`config.mk`:
```
export PLATFORM = sky130hd
export DESIGN_NAME = cis_readout_seq
export DESIGN_NICKNAME = d
export VERILOG_FILES = /design/src/rtl/cis_seq_pkg.sv /design/src/rtl/cis_half_timer.sv /design/src/rtl/cis_line_ctrl.sv /design/src/rtl/cis_pix_track.sv /design/src/rtl/cis_readout_seq.sv
export SDC_FILE = /design/constraint.sdc
export NUM_CORES = 1
export LEC_CHECK = 0
export BUFFER_PORTS_ARGS = -buffer_cell sky130_fd_sc_hd__buf_4
export CORE_MARGIN = 10
export CORE_UTILIZATION = 25
export DETAILED_ROUTE_END_ITERATION = 16
export RECOVER_POWER = 50
export SLEW_MARGIN = 10
export SYNTH_ARGS = -nofsm -noshare
export SYNTH_HDL_FRONTEND = slang
export SYNTH_SLANG_ARGS = --single-unit
```
`constraint.sdc`:
```
create_clock -name clk -period 12.35 [get_ports clk]
set_input_delay 0.6175 -clock clk [delete_from_list [all_inputs] [get_ports clk]]
set_output_delay 0.6175 -clock clk [all_outputs]
set_load 0.01 [all_outputs]
```
`src/rtl/cis_seq_pkg.sv`:
```
package cis_seq_pkg;

    typedef enum logic {
        SEQ_IDLE = 1'b0,
        SEQ_RUN  = 1'b1
    } seq_state_e;

    // Rounded-up integer division for parameter derivation.
    function automatic int unsigned div_ceil(input int unsigned num, input int unsigned den);
        return (num + den - 1) / den;
    endfunction

    // Fewest sensor cycles that carry the whole stream at two pixels per cycle.
    function automatic int unsigned line_min_clocks(input int unsigned lead,
                                                    input int unsigned act,
                                                    input int unsigned dies);
        return (lead + act * dies + 1) / 2;
    endfunction

endpackage

```
`src/rtl/cis_half_timer.sv`:
```
module cis_half_timer #(
    parameter int DIV_W = 8
) (
    input  logic             clk,
    input  logic             rst,
    input  logic             run,
    input  logic [DIV_W-1:0] half,
    output logic             tick
);
    logic [DIV_W-1:0] cnt_q;

    assign tick = run && (cnt_q == half - DIV_W'(1));

    always_ff @(posedge clk) begin
        if (rst || !run) begin
            cnt_q <= '0;
        end else if (tick) begin
            cnt_q <= '0;
        end else begin
            cnt_q <= cnt_q + DIV_W'(1);
        end
    end
endmodule

```
`src/rtl/cis_line_ctrl.sv`:
```
module cis_line_ctrl
    import cis_seq_pkg::*;
#(
    parameter int INACTIVE = 55,
    parameter int ACT_FULL = 688,
    parameter int MAX_DIES = 8,
    parameter int DIV_W    = 8,
    parameter int PER_W    = 16,
    parameter int HALF_MIN = 17,
    parameter int HALF_MAX = 100,
    parameter int DIE_W    = 4,
    parameter int ACT_W    = 10,
    parameter int CLK_W    = 16,
    parameter int HC_W     = 17
) (
    input  logic             clk,
    input  logic             rst,
    input  logic             en,
    input  logic             mode_full,
    input  logic [DIE_W-1:0] die_count,
    input  logic [DIV_W-1:0] half_div,
    input  logic [PER_W-1:0] line_period,
    input  logic             tick,
    output logic             running,
    output logic             line_start,
    output logic             line_done,
    output logic [HC_W-1:0]  hcnt,
    output logic             mode_q,
    output logic [DIE_W-1:0] dies_q,
    output logic [ACT_W-1:0] act_q,
    output logic [DIV_W-1:0] half_q,
    output logic             clamp_flag
);
    seq_state_e       state_q;
    logic [HC_W-1:0]  hcnt_q, last_q;
    logic             clamp_q;

    logic [DIE_W-1:0] dies_c;
    logic [ACT_W-1:0] act_c;
    logic [DIV_W-1:0] half_c;
    logic [CLK_W-1:0] min_c, per_c, eff_c;
    logic [HC_W-1:0]  last_c;
    logic             short_c;

    // Settings as they would be latched if a line started in this cycle.
    always_comb begin
        if (die_count == '0) begin
            dies_c = DIE_W'(1);
        end else if (die_count > DIE_W'(MAX_DIES)) begin
            dies_c = DIE_W'(MAX_DIES);
        end else begin
            dies_c = die_count;
        end

        act_c = mode_full ? ACT_W'(ACT_FULL) : ACT_W'(ACT_FULL / 2);

        if (half_div < DIV_W'(HALF_MIN)) begin
            half_c = DIV_W'(HALF_MIN);
        end else if (half_div > DIV_W'(HALF_MAX)) begin
            half_c = DIV_W'(HALF_MAX);
        end else begin
            half_c = half_div;
        end

        min_c   = CLK_W'(line_min_clocks(INACTIVE, 32'(act_c), 32'(dies_c)));
        per_c   = CLK_W'(line_period);
        short_c = per_c < min_c;
        eff_c   = short_c ? min_c : per_c;
        last_c  = {eff_c, 1'b0} - HC_W'(1);
    end

    assign running    = (state_q == SEQ_RUN);
    assign line_done  = running && tick && (hcnt_q == last_q);
    assign line_start = en && (!running || line_done);
    assign hcnt       = hcnt_q;
    assign clamp_flag = clamp_q;

    always_ff @(posedge clk) begin
        if (rst) begin
            state_q <= SEQ_IDLE;
            hcnt_q  <= '0;
            last_q  <= HC_W'(1);
            mode_q  <= 1'b0;
            dies_q  <= DIE_W'(1);
            act_q   <= ACT_W'(ACT_FULL / 2);
            half_q  <= DIV_W'(HALF_MIN);
            clamp_q <= 1'b0;
        end else if (line_start) begin
            state_q <= SEQ_RUN;
            hcnt_q  <= '0;
            last_q  <= last_c;
            mode_q  <= mode_full;
            dies_q  <= dies_c;
            act_q   <= act_c;
            half_q  <= half_c;
            clamp_q <= clamp_q | short_c;
        end else if (line_done) begin
            state_q <= SEQ_IDLE;
            hcnt_q  <= '0;
        end else if (running && tick) begin
            hcnt_q  <= hcnt_q + HC_W'(1);
        end
    end
endmodule

```
`src/rtl/cis_pix_track.sv`:
```
module cis_pix_track #(
    parameter int INACTIVE = 55,
    parameter int DIE_W    = 4,
    parameter int ACT_W    = 10,
    parameter int PIX_W    = 10,
    parameter int HC_W     = 17
) (
    input  logic             clk,
    input  logic             rst,
    input  logic             running,
    input  logic             restart,
    input  logic             tick,
    input  logic [HC_W-1:0]  hcnt,
    input  logic [ACT_W-1:0] act,
    input  logic [DIE_W-1:0] dies,
    output logic             valid,
    output logic [DIE_W-1:0] die_idx,
    output logic [PIX_W-1:0] pix_idx
);
    logic [PIX_W-1:0] pix_q;
    logic [DIE_W-1:0] die_q;
    logic             in_active;

    assign in_active = (hcnt >= HC_W'(INACTIVE)) && (die_q < dies);
    assign valid     = running && in_active;
    assign die_idx   = valid ? die_q : '0;
    assign pix_idx   = valid ? pix_q : '0;

    always_ff @(posedge clk) begin
        if (rst || restart) begin
            pix_q <= '0;
            die_q <= '0;
        end else if (running && tick && in_active) begin
            if (ACT_W'(pix_q) + ACT_W'(1) == act) begin
                pix_q <= '0;
                die_q <= die_q + DIE_W'(1);
            end else begin
                pix_q <= pix_q + PIX_W'(1);
            end
        end
    end
endmodule

```
`src/rtl/cis_readout_seq.sv`:
```
module cis_readout_seq
    import cis_seq_pkg::*;
#(
    parameter int SYS_HZ     = 50_000_000,
    parameter int PIX_MIN_HZ = 500_000,
    parameter int PIX_MAX_HZ = 3_000_000,
    parameter int INACTIVE   = 55,
    parameter int ACT_FULL   = 688,
    parameter int MAX_DIES   = 8,
    parameter int DIV_W      = 8,
    parameter int PER_W      = 16,
    localparam int DIE_W     = $clog2(MAX_DIES + 1),
    localparam int PIX_W     = $clog2(ACT_FULL)
) (
    input  logic             clk,
    input  logic             rst,
    input  logic             en,
    input  logic             mode_full,
    input  logic [DIE_W-1:0] die_count,
    input  logic [DIV_W-1:0] half_div,
    input  logic [PER_W-1:0] line_period,
    output logic             sensor_start,
    output logic             sensor_clk,
    output logic             mode_pin,
    output logic             pix_valid,
    output logic [DIE_W-1:0] die_idx,
    output logic [PIX_W-1:0] pix_idx,
    output logic             line_done,
    output logic             clamp_flag
);
    localparam int HALF_MIN = int'(div_ceil(SYS_HZ, PIX_MAX_HZ));
    localparam int HALF_MAX = SYS_HZ / PIX_MIN_HZ;
    localparam int ACT_W    = $clog2(ACT_FULL + 1);
    localparam int MAXCLK   = int'(line_min_clocks(INACTIVE, ACT_FULL, MAX_DIES));
    localparam int MCLK_W   = $clog2(MAXCLK + 1);
    localparam int CLK_W    = (PER_W > MCLK_W) ? PER_W : MCLK_W;
    localparam int HC_W     = CLK_W + 1;

    logic             running, line_start, tick;
    logic [HC_W-1:0]  hcnt;
    logic [DIE_W-1:0] dies_q;
    logic [ACT_W-1:0] act_q;
    logic [DIV_W-1:0] half_q;

    cis_half_timer #(.DIV_W(DIV_W)) u_timer (
        .clk  (clk),
        .rst  (rst),
        .run  (running),
        .half (half_q),
        .tick (tick)
    );

    cis_line_ctrl #(
        .INACTIVE (INACTIVE), .ACT_FULL (ACT_FULL), .MAX_DIES (MAX_DIES),
        .DIV_W    (DIV_W),    .PER_W    (PER_W),
        .HALF_MIN (HALF_MIN), .HALF_MAX (HALF_MAX),
        .DIE_W    (DIE_W),    .ACT_W    (ACT_W),
        .CLK_W    (CLK_W),    .HC_W     (HC_W)
    ) u_ctrl (
        .clk         (clk),
        .rst         (rst),
        .en          (en),
        .mode_full   (mode_full),
        .die_count   (die_count),
        .half_div    (half_div),
        .line_period (line_period),
        .tick        (tick),
        .running     (running),
        .line_start  (line_start),
        .line_done   (line_done),
        .hcnt        (hcnt),
        .mode_q      (mode_pin),
        .dies_q      (dies_q),
        .act_q       (act_q),
        .half_q      (half_q),
        .clamp_flag  (clamp_flag)
    );

    cis_pix_track #(
        .INACTIVE (INACTIVE), .DIE_W (DIE_W), .ACT_W (ACT_W),
        .PIX_W    (PIX_W),    .HC_W  (HC_W)
    ) u_pix (
        .clk     (clk),
        .rst     (rst),
        .running (running),
        .restart (line_start),
        .tick    (tick),
        .hcnt    (hcnt),
        .act     (act_q),
        .dies    (dies_q),
        .valid   (pix_valid),
        .die_idx (die_idx),
        .pix_idx (pix_idx)
    );

    // Low half first, high half second: the rising edge sits mid-cycle.
    assign sensor_clk   = running && hcnt[0];
    assign sensor_start = running && (hcnt < HC_W'(2));
endmodule

```
Yosys cells after proc, flatten, opt, wreduce, memory -nomap -nowiden
Cells that the tools add are included.
{"block": "word_totals", "out_inout_bits": 20, "elab_cells": 60, "regBits": 81, "input_bits": 32}
{"block": "op_classes", "n_reduce_logical": 18, "n_mul": 1, "mux": 11, "n_bitwise": 1, "add_sub_neg": 8, "n_eq_ne": 3, "n_lt_le_gt_ge": 7}
{"op": "adder 17 x 1 -> 17 bit, second input constant", "count": 2}
{"op": "2-to-1 mux 10 bit", "count": 3}
{"op": "equality test 17 bit", "count": 1}
{"op": ">= comparator 17 x 6 -> 1 bit, second input constant", "count": 1}
{"op": "< comparator 17 x 2 -> 1 bit, second input constant", "count": 1}
{"op": "subtractor 17 x 1 -> 17 bit, second input constant", "count": 1}
{"op": "< comparator 16 bit", "count": 1}
{"op": "2-to-1 mux 16 bit", "count": 1}
{"op": "2-to-1 mux 8 bit", "count": 2}
{"op": "adder 6 x 14 -> 15 bit, first input constant", "count": 1}
{"op": "multiplier 10 x 4 -> 14 bit", "count": 1}
{"op": "2-to-1 mux 4 bit", "count": 3}
{"op": "adder 10 x 1 -> 10 bit, second input constant", "count": 1}
{"op": "equality test 10 bit", "count": 1}
{"op": "logical AND 1 bit", "count": 9}
{"op": "adder 8 x 1 -> 8 bit, second input constant", "count": 1}
{"op": "equality test 8 bit", "count": 1}
{"op": "> comparator 8 x 7 -> 1 bit, second input constant", "count": 1}
{"op": "< comparator 8 x 5 -> 1 bit, second input constant", "count": 1}
{"op": "subtractor 8 x 1 -> 8 bit, second input constant", "count": 1}
{"op": "adder 4 x 1 -> 4 bit, second input constant", "count": 1}
{"op": "> comparator 4 bit, second input constant", "count": 1}
{"op": "zero test 4 bit", "count": 1}
{"op": "< comparator 4 bit", "count": 1}
{"op": "other kinds (8)", "count": 11}

Logic depth before layout (Yosys ltp)
{"block": "logic_depth", "ltp_word": 9, "depth_mapped": 37, "depth_no_buf": 33}

By module
Synthesis repeated with hierarchy kept, for this count alone.
{"block": "unflattened", "hier_cells": 748, "hier_area_um2": 5989.5}
{"mod": "cis_line_ctrl", "cells_each": 512, "n_inst": 1, "area_each_um2": 4017.6, "seq_area_each_um2": 980.9}
{"mod": "cis_pix_track", "cells_each": 163, "n_inst": 1, "area_each_um2": 1335.0, "seq_area_each_um2": 280.3}
{"mod": "cis_half_timer", "cells_each": 66, "n_inst": 1, "area_each_um2": 580.6, "seq_area_each_um2": 160.2}
{"mod": "cis_readout_seq", "cells_each": 7, "n_inst": 1, "area_each_um2": 56.3, "seq_area_each_um2": 0.0}

Worst setup path after synthesis
Ideal clock, no wire load.
{"block": "synth_path", "path_kind": "input-to-reg", "start": "input die_count[3]", "end": "register u_ctrl.last_q[15]", "arrival_time_ps": 7581, "setup_slack_ps": 4637, "required_time_ps": 12218, "cell_stages": 34, "setup_ps": 132, "path_buffers": 3, "path_cell_list": "buf_2 > nor2b_1 > nand2_1 > fa_1 > inv_1 > fa_1 > ha_1 > inv_1 > fa_1 > xor2_1 > nand4b_1 > or3_1 > a211oi_1 > nor2_1 > ha_1 > a211oi_1 > a31oi_1 > o21ai_0 > a31oi_1 > a211oi_2 > nor2_1 > clkbuf_1 > nand2_1 > ha_1 > clkbuf_1 > nand3b_1 > or4_1 > nor3_1 > nand2b_1 > nor4_1 > xnor2_1 > nand3_1 > o211ai_1 > a21oi_1"}
{"block": "synth_between", "elab_chain_len": 9, "word_cells_on_any_way": 10, "classes_between": "3 x add/sub; 1 x mul; 2 x order compare; 3 x mux; 1 x reduce/logical"}
{"item": "from (decl)", "line_no": "cis_readout_seq.sv:19", "source": "input logic [DIE_W-1:0] die_count,"}
{"item": "> comparator 4 bit", "line_no": "cis_line_ctrl.sv:49", "source": "end else if (die_count > DIE_W'(MAX_DIES)) begin"}
{"item": "2-to-1 mux 4 bit", "line_no": "cis_line_ctrl.sv:49"}
{"item": "2-to-1 mux 4 bit *", "line_no": "cis_line_ctrl.sv:47", "source": "if (die_count == '0) begin"}
{"item": "via u_ctrl.dies_c[1]", "line_no": "cis_line_ctrl.sv:38", "source": "logic [DIE_W-1:0] dies_c;"}
{"item": "multiplier 10 x 4 -> 14 bit *", "line_no": "cis_seq_pkg.sv:17", "source": "return (lead + act * dies + 1) / 2;"}
{"item": "adder 6 x 14 -> 15 bit *", "line_no": "cis_seq_pkg.sv:17"}
{"item": "adder 17 x 1 -> 17 bit *", "line_no": "cis_seq_pkg.sv:17"}
{"item": "< comparator 16 bit", "line_no": "cis_line_ctrl.sv:67", "source": "short_c = per_c < min_c;"}
{"item": "2-to-1 mux 16 bit *", "line_no": "cis_line_ctrl.sv:68", "source": "eff_c = short_c ? min_c : per_c;"}
{"item": "subtractor 17 x 1 -> 17 bit *", "line_no": "cis_line_ctrl.sv:69", "source": "last_c = {eff_c, 1'b0} - HC_W'(1);"}
{"item": "to (signal assigned)", "line_no": "cis_line_ctrl.sv:91", "source": "last_q <= last_c;"}
{"item": "to (decl)", "line_no": "cis_line_ctrl.sv:35", "source": "logic [HC_W-1:0] hcnt_q, last_q;"}
Mark *: on every way through the listed nets, which the timed path passes. The rest lies on a longest branch.
A chain may end at the register's enable or synchronous reset.

Final worst setup path
Ends and elaborated chain as after synthesis.

==> results.md <==
- Fraction of layout instances using a drive strength above 1: 8.971%
- Synthesized net count: between 800 and 900
- Peak supply drop: 0.07027 mV
- Num ports: 52
- Floorplan row count: 55
- Slew of the pin with the lowest slew margin: ~2.4 ns
- Total power per unit cell area: 111.6 nW/um^2
- Total routing resource utilization after global routing: 9.990%
- Leading post-synthesis cells by cell area: sky130_fd_sc_hd__dfxtp_1 25%, sky130_fd_sc_hd__ha_1 8.9%, sky130_fd_sc_hd__xnor2_1 8.5%, sky130_fd_sc_hd__xor2_1 5.8%, sky130_fd_sc_hd__nor2_1 5.6%
- Area added between synthesis and finish: 14.60%
- Startpoint class of the critical path: input port
- Post-cts repair resize count: 0
- Fill cell instance count of the final layout: 2432
- Crit path largest cell delay: 0.54 ns
- Vias per inst: just under 5
- Unrepaired setup endpoints after global routing: no
- Sequential fraction of the synthesis area: roughly 25%
- Setup-failing EPs final: 0
- Routed via count: 5106
- WL final: about 15 mm
- Final total negative setup slack: 0 ns
- DP Worst Slack: 4.000 ns
- Global-route wire length before repair: 24.26 mm
- Async set or reset register ratio after synthesis: 0%
- Maximum number of pins on one net before global-route repair: 35
- Violations in the final reports: max-capacitance violations, max-slew violations
- Core region area: 22640 sq um
- Worst min-delay path class: flop to flop
- YS warnings: 0
- Routed wire length per instance: between 10 and 15 um
- Number of flops mapped to enable cells by yosys: 0
- Ranking of synthesized cells by instance count: 86 x sky130_fd_sc_hd__nor2_1, 71 x sky130_fd_sc_hd__dfxtp_1, 66 x sky130_fd_sc_hd__nand2_1
- Worst Slack Setup Final: 4.282 ns
- Leakage component of the power: 2.565 nW
- Clock latency at the later pin of the worst-skew pair: approximately 0.34 ns
- FF+latch count, synth: 71
- Max-slew violation count: 44
- Number of sinks driven by the clock tree: 71
- Required time of the worst setup path: 12.56 ns
- Kind of critical path: input port to flop
- Cell type with the highest aggregate area in the netlist: sky130_fd_sc_hd__dfxtp_1
- Post-route antenna net violation count: 0
- Relative slew slack: -67.46%
- Number of distinct standard cells referenced by the synthesized netlist: 71
- DR DRC count: 0
- Die Width: 171.5 um
- Maximum clock frequency: 123.9 MHz
- Register Area: 1421 sq um
- Hold_buf cts: 0
- Most instantiated library cell after synthesis: sky130_fd_sc_hd__nor2_1
- Number of buffers added by the clock tree synthesis step: 9
- Critical path capture point type: flop
- Violation count after the first detailed-route iteration: approximately 270
- Status: finished, violations left
- Initial antenna violation count: 0
- Placer congestion estimate: 0.8609
- Register clock-pin slew on the reported worst setup and hold paths: 0.06 ns
- Count of buffers from port buffering: 51
- Number of cells on the worst hold path: 2
- Multi-input combinational cell area: 4025 sq um
- Dominant register cell in the synthesized netlist: sky130_fd_sc_hd__dfxtp_1
- Final hold violation count: 0
- Clock skew after layout: 0.007491 ns
- CTS H-tree lvls: 3
- Clock tree from TritonCTS: done
- Final antenna diode count: 0
- Worst EP arrival: 8.28 ns
- Final Total Pwr: 734.2 uW
- Area share of the largest cell type after synthesis: 24.76%
- Detailed Place HPWL: 11.44 mm
- Number of max-cap violations: 2
- Post-CTS setup repair buffer count: 0
- Slowest cell on the critical path: sky130_fd_sc_hd__a211oi_2
- Number of cells on the worst reg-to-reg path: 12
- Number of optimization iterations in the first detailed-route pass: 4
- Synthesized instance count: 728
- Synth Cell Area: between 5000 and 6000 sq um
- Die height: 171.5 um
- Clock Path Buffers: 2
- Net count, final: 832
- Worst-path fanout max: 11
- Die area: 29420 sq um
- Avg Inst Size Synth: 7.885 sq um
- Vias in the first global route: 4867
- Effective utilization at floorplan: 25.36%
- Remaining Overflow, GRT: 0
- Final min period: 8.068 ns
- Buffer type at the clock tree root: sky130_fd_sc_hd__clkbuf_16
- Period utilisation layout: 65.33%
final timing paths:
path,to,startpoint,slack (ns)
setup / recovery,u_ctrl.last_q[15],die_count[3],4.28
hold / removal,u_ctrl.dies_q[3],u_ctrl.dies_q[3],0.46
setup reg to reg,u_ctrl.hcnt[1],u_ctrl.half_q[0],5.58
hold reg to reg,u_ctrl.dies_q[3],u_ctrl.dies_q[3],0.46
per-layer routing:
metal  routed length (um)  global-route usage, %  vias to the layer above
met5                    0                      0                        -
met4                  138                  2.609                        0
met3                  537                  1.719                       13
met2                 6805                  16.19                       91
met1                 7154                  13.34                     2381
li1                     -                      -                     2621
area by class of cell:
cell class              count  share of cell area [%]
flip-flops and latches     71                   21.61
clock inverters             5                   1.598
multi-input cells         591                   61.18
clock buffers              11                   3.690
repair buffers             53                   4.964
inverters                  27                   1.541
well taps                 285                   5.420
per-stage QoR:
stage,utilization [%],hold slack [ns],cell area (sq um),instances
after floorplan,-,0.4363,5741,728
after global placement,27.94,0.4468,6326,1027
after detailed placement,27.94,0.4486,6326,1027
after CTS,29.48,0.4566,6674,1043
after global routing,29.06,0.4836,6579,1043
final,29.06,0.4557,6579,1043
critical path, delay by kind of cell:
kind	cells	cell delay, ns
buffers and inverters	3	0.26
AO/OA/AOI/OAI	8	1.60
XOR/XNOR	2	0.36
AND/OR/NAND/NOR	13	3.13
adder cells (fa/ha/maj)	6	2.30
flip-flops by register name, summed over array words and instances (netlist names), 2 cells and up:
name           flops
u_ctrl.act_q       2
u_ctrl.dies_q      4
u_ctrl.last_q     16
u_ctrl.hcnt       17
u_timer.cnt_q      8
u_ctrl.half_q      8
u_pix.die_q        4
u_pix.pix_q       10
cells in the final DEF, fill, tap and decap left out, types with 3 or more instances in the layout:
cell type / netlist / layout
sky130_fd_sc_hd__nand3b_1: 5 / 5
sky130_fd_sc_hd__or4_1: 5 / 5
sky130_fd_sc_hd__o21a_1: 3 / 3
sky130_fd_sc_hd__mux2i_1: 8 / 8
sky130_fd_sc_hd__fa_1: 6 / 6
sky130_fd_sc_hd__buf_4: 2 / 34
sky130_fd_sc_hd__nand4_1: 22 / 22
sky130_fd_sc_hd__nor4_1: 9 / 9
sky130_fd_sc_hd__o211ai_1: 9 / 9
sky130_fd_sc_hd__nor3b_1: 3 / 3
sky130_fd_sc_hd__o31ai_1: 3 / 3
sky130_fd_sc_hd__xor2_1: 38 / 38
sky130_fd_sc_hd__or3_1: 3 / 3
sky130_fd_sc_hd__a2111oi_0: 2 / 3
sky130_fd_sc_hd__a211oi_1: 14 / 14
sky130_fd_sc_hd__xnor2_1: 56 / 56
sky130_fd_sc_hd__and2_1: 12 / 8
sky130_fd_sc_hd__inv_1: 27 / 27
sky130_fd_sc_hd__ha_1: 41 / 41
sky130_fd_sc_hd__or2_2: 4 / 4
sky130_fd_sc_hd__o21ai_0: 18 / 18
sky130_fd_sc_hd__a31oi_1: 9 / 9
sky130_fd_sc_hd__and2_0: 0 / 4
sky130_fd_sc_hd__clkbuf_16: 0 / 9
sky130_fd_sc_hd__bufinv_16: 0 / 3
sky130_fd_sc_hd__nand3_1: 21 / 21
sky130_fd_sc_hd__dfxtp_1: 71 / 71
sky130_fd_sc_hd__nor3_1: 22 / 22
sky130_fd_sc_hd__nand2_1: 66 / 66
sky130_fd_sc_hd__nand2b_1: 7 / 7
sky130_fd_sc_hd__a311oi_1: 4 / 4
sky130_fd_sc_hd__nor2_1: 86 / 86
sky130_fd_sc_hd__and3_1: 26 / 26
sky130_fd_sc_hd__nor2b_1: 8 / 8
sky130_fd_sc_hd__a21oi_1: 29 / 29
sky130_fd_sc_hd__clkbuf_1: 30 / 20
sky130_fd_sc_hd__a21o_1: 10 / 10
power by group:
| part | internal, mW | switching, mW | total (mW) |
|---|---|---|---|
| sequential | 0.237 | 0.00771 | 0.245 |
| combinational | 0.0775 | 0.111 | 0.189 |
| clock | 0.203 | 0.0978 | 0.301 |
| total | 0.517 | 0.217 | 0.734 |
kinds of logic (layout without fill, tap and decap cells):
family | after synthesis | after routing | share of synthesized area (%)
AOI/OAI and AO/OA | 124 | 124 | 15.00
xor gates and xnor gates | 94 | 94 | 14.34
adders and majority gates | 47 | 47 | 11.03
buffers and inverters | 66 | 96 | 4.708
DFF | 71 | 71 | 24.76
muxes | 9 | 9 | 1.591
other | 1 | 1 | 0.06533
and+or+nand+nor | 316 | 316 | 28.51
(Power assumes the default switching activity.)
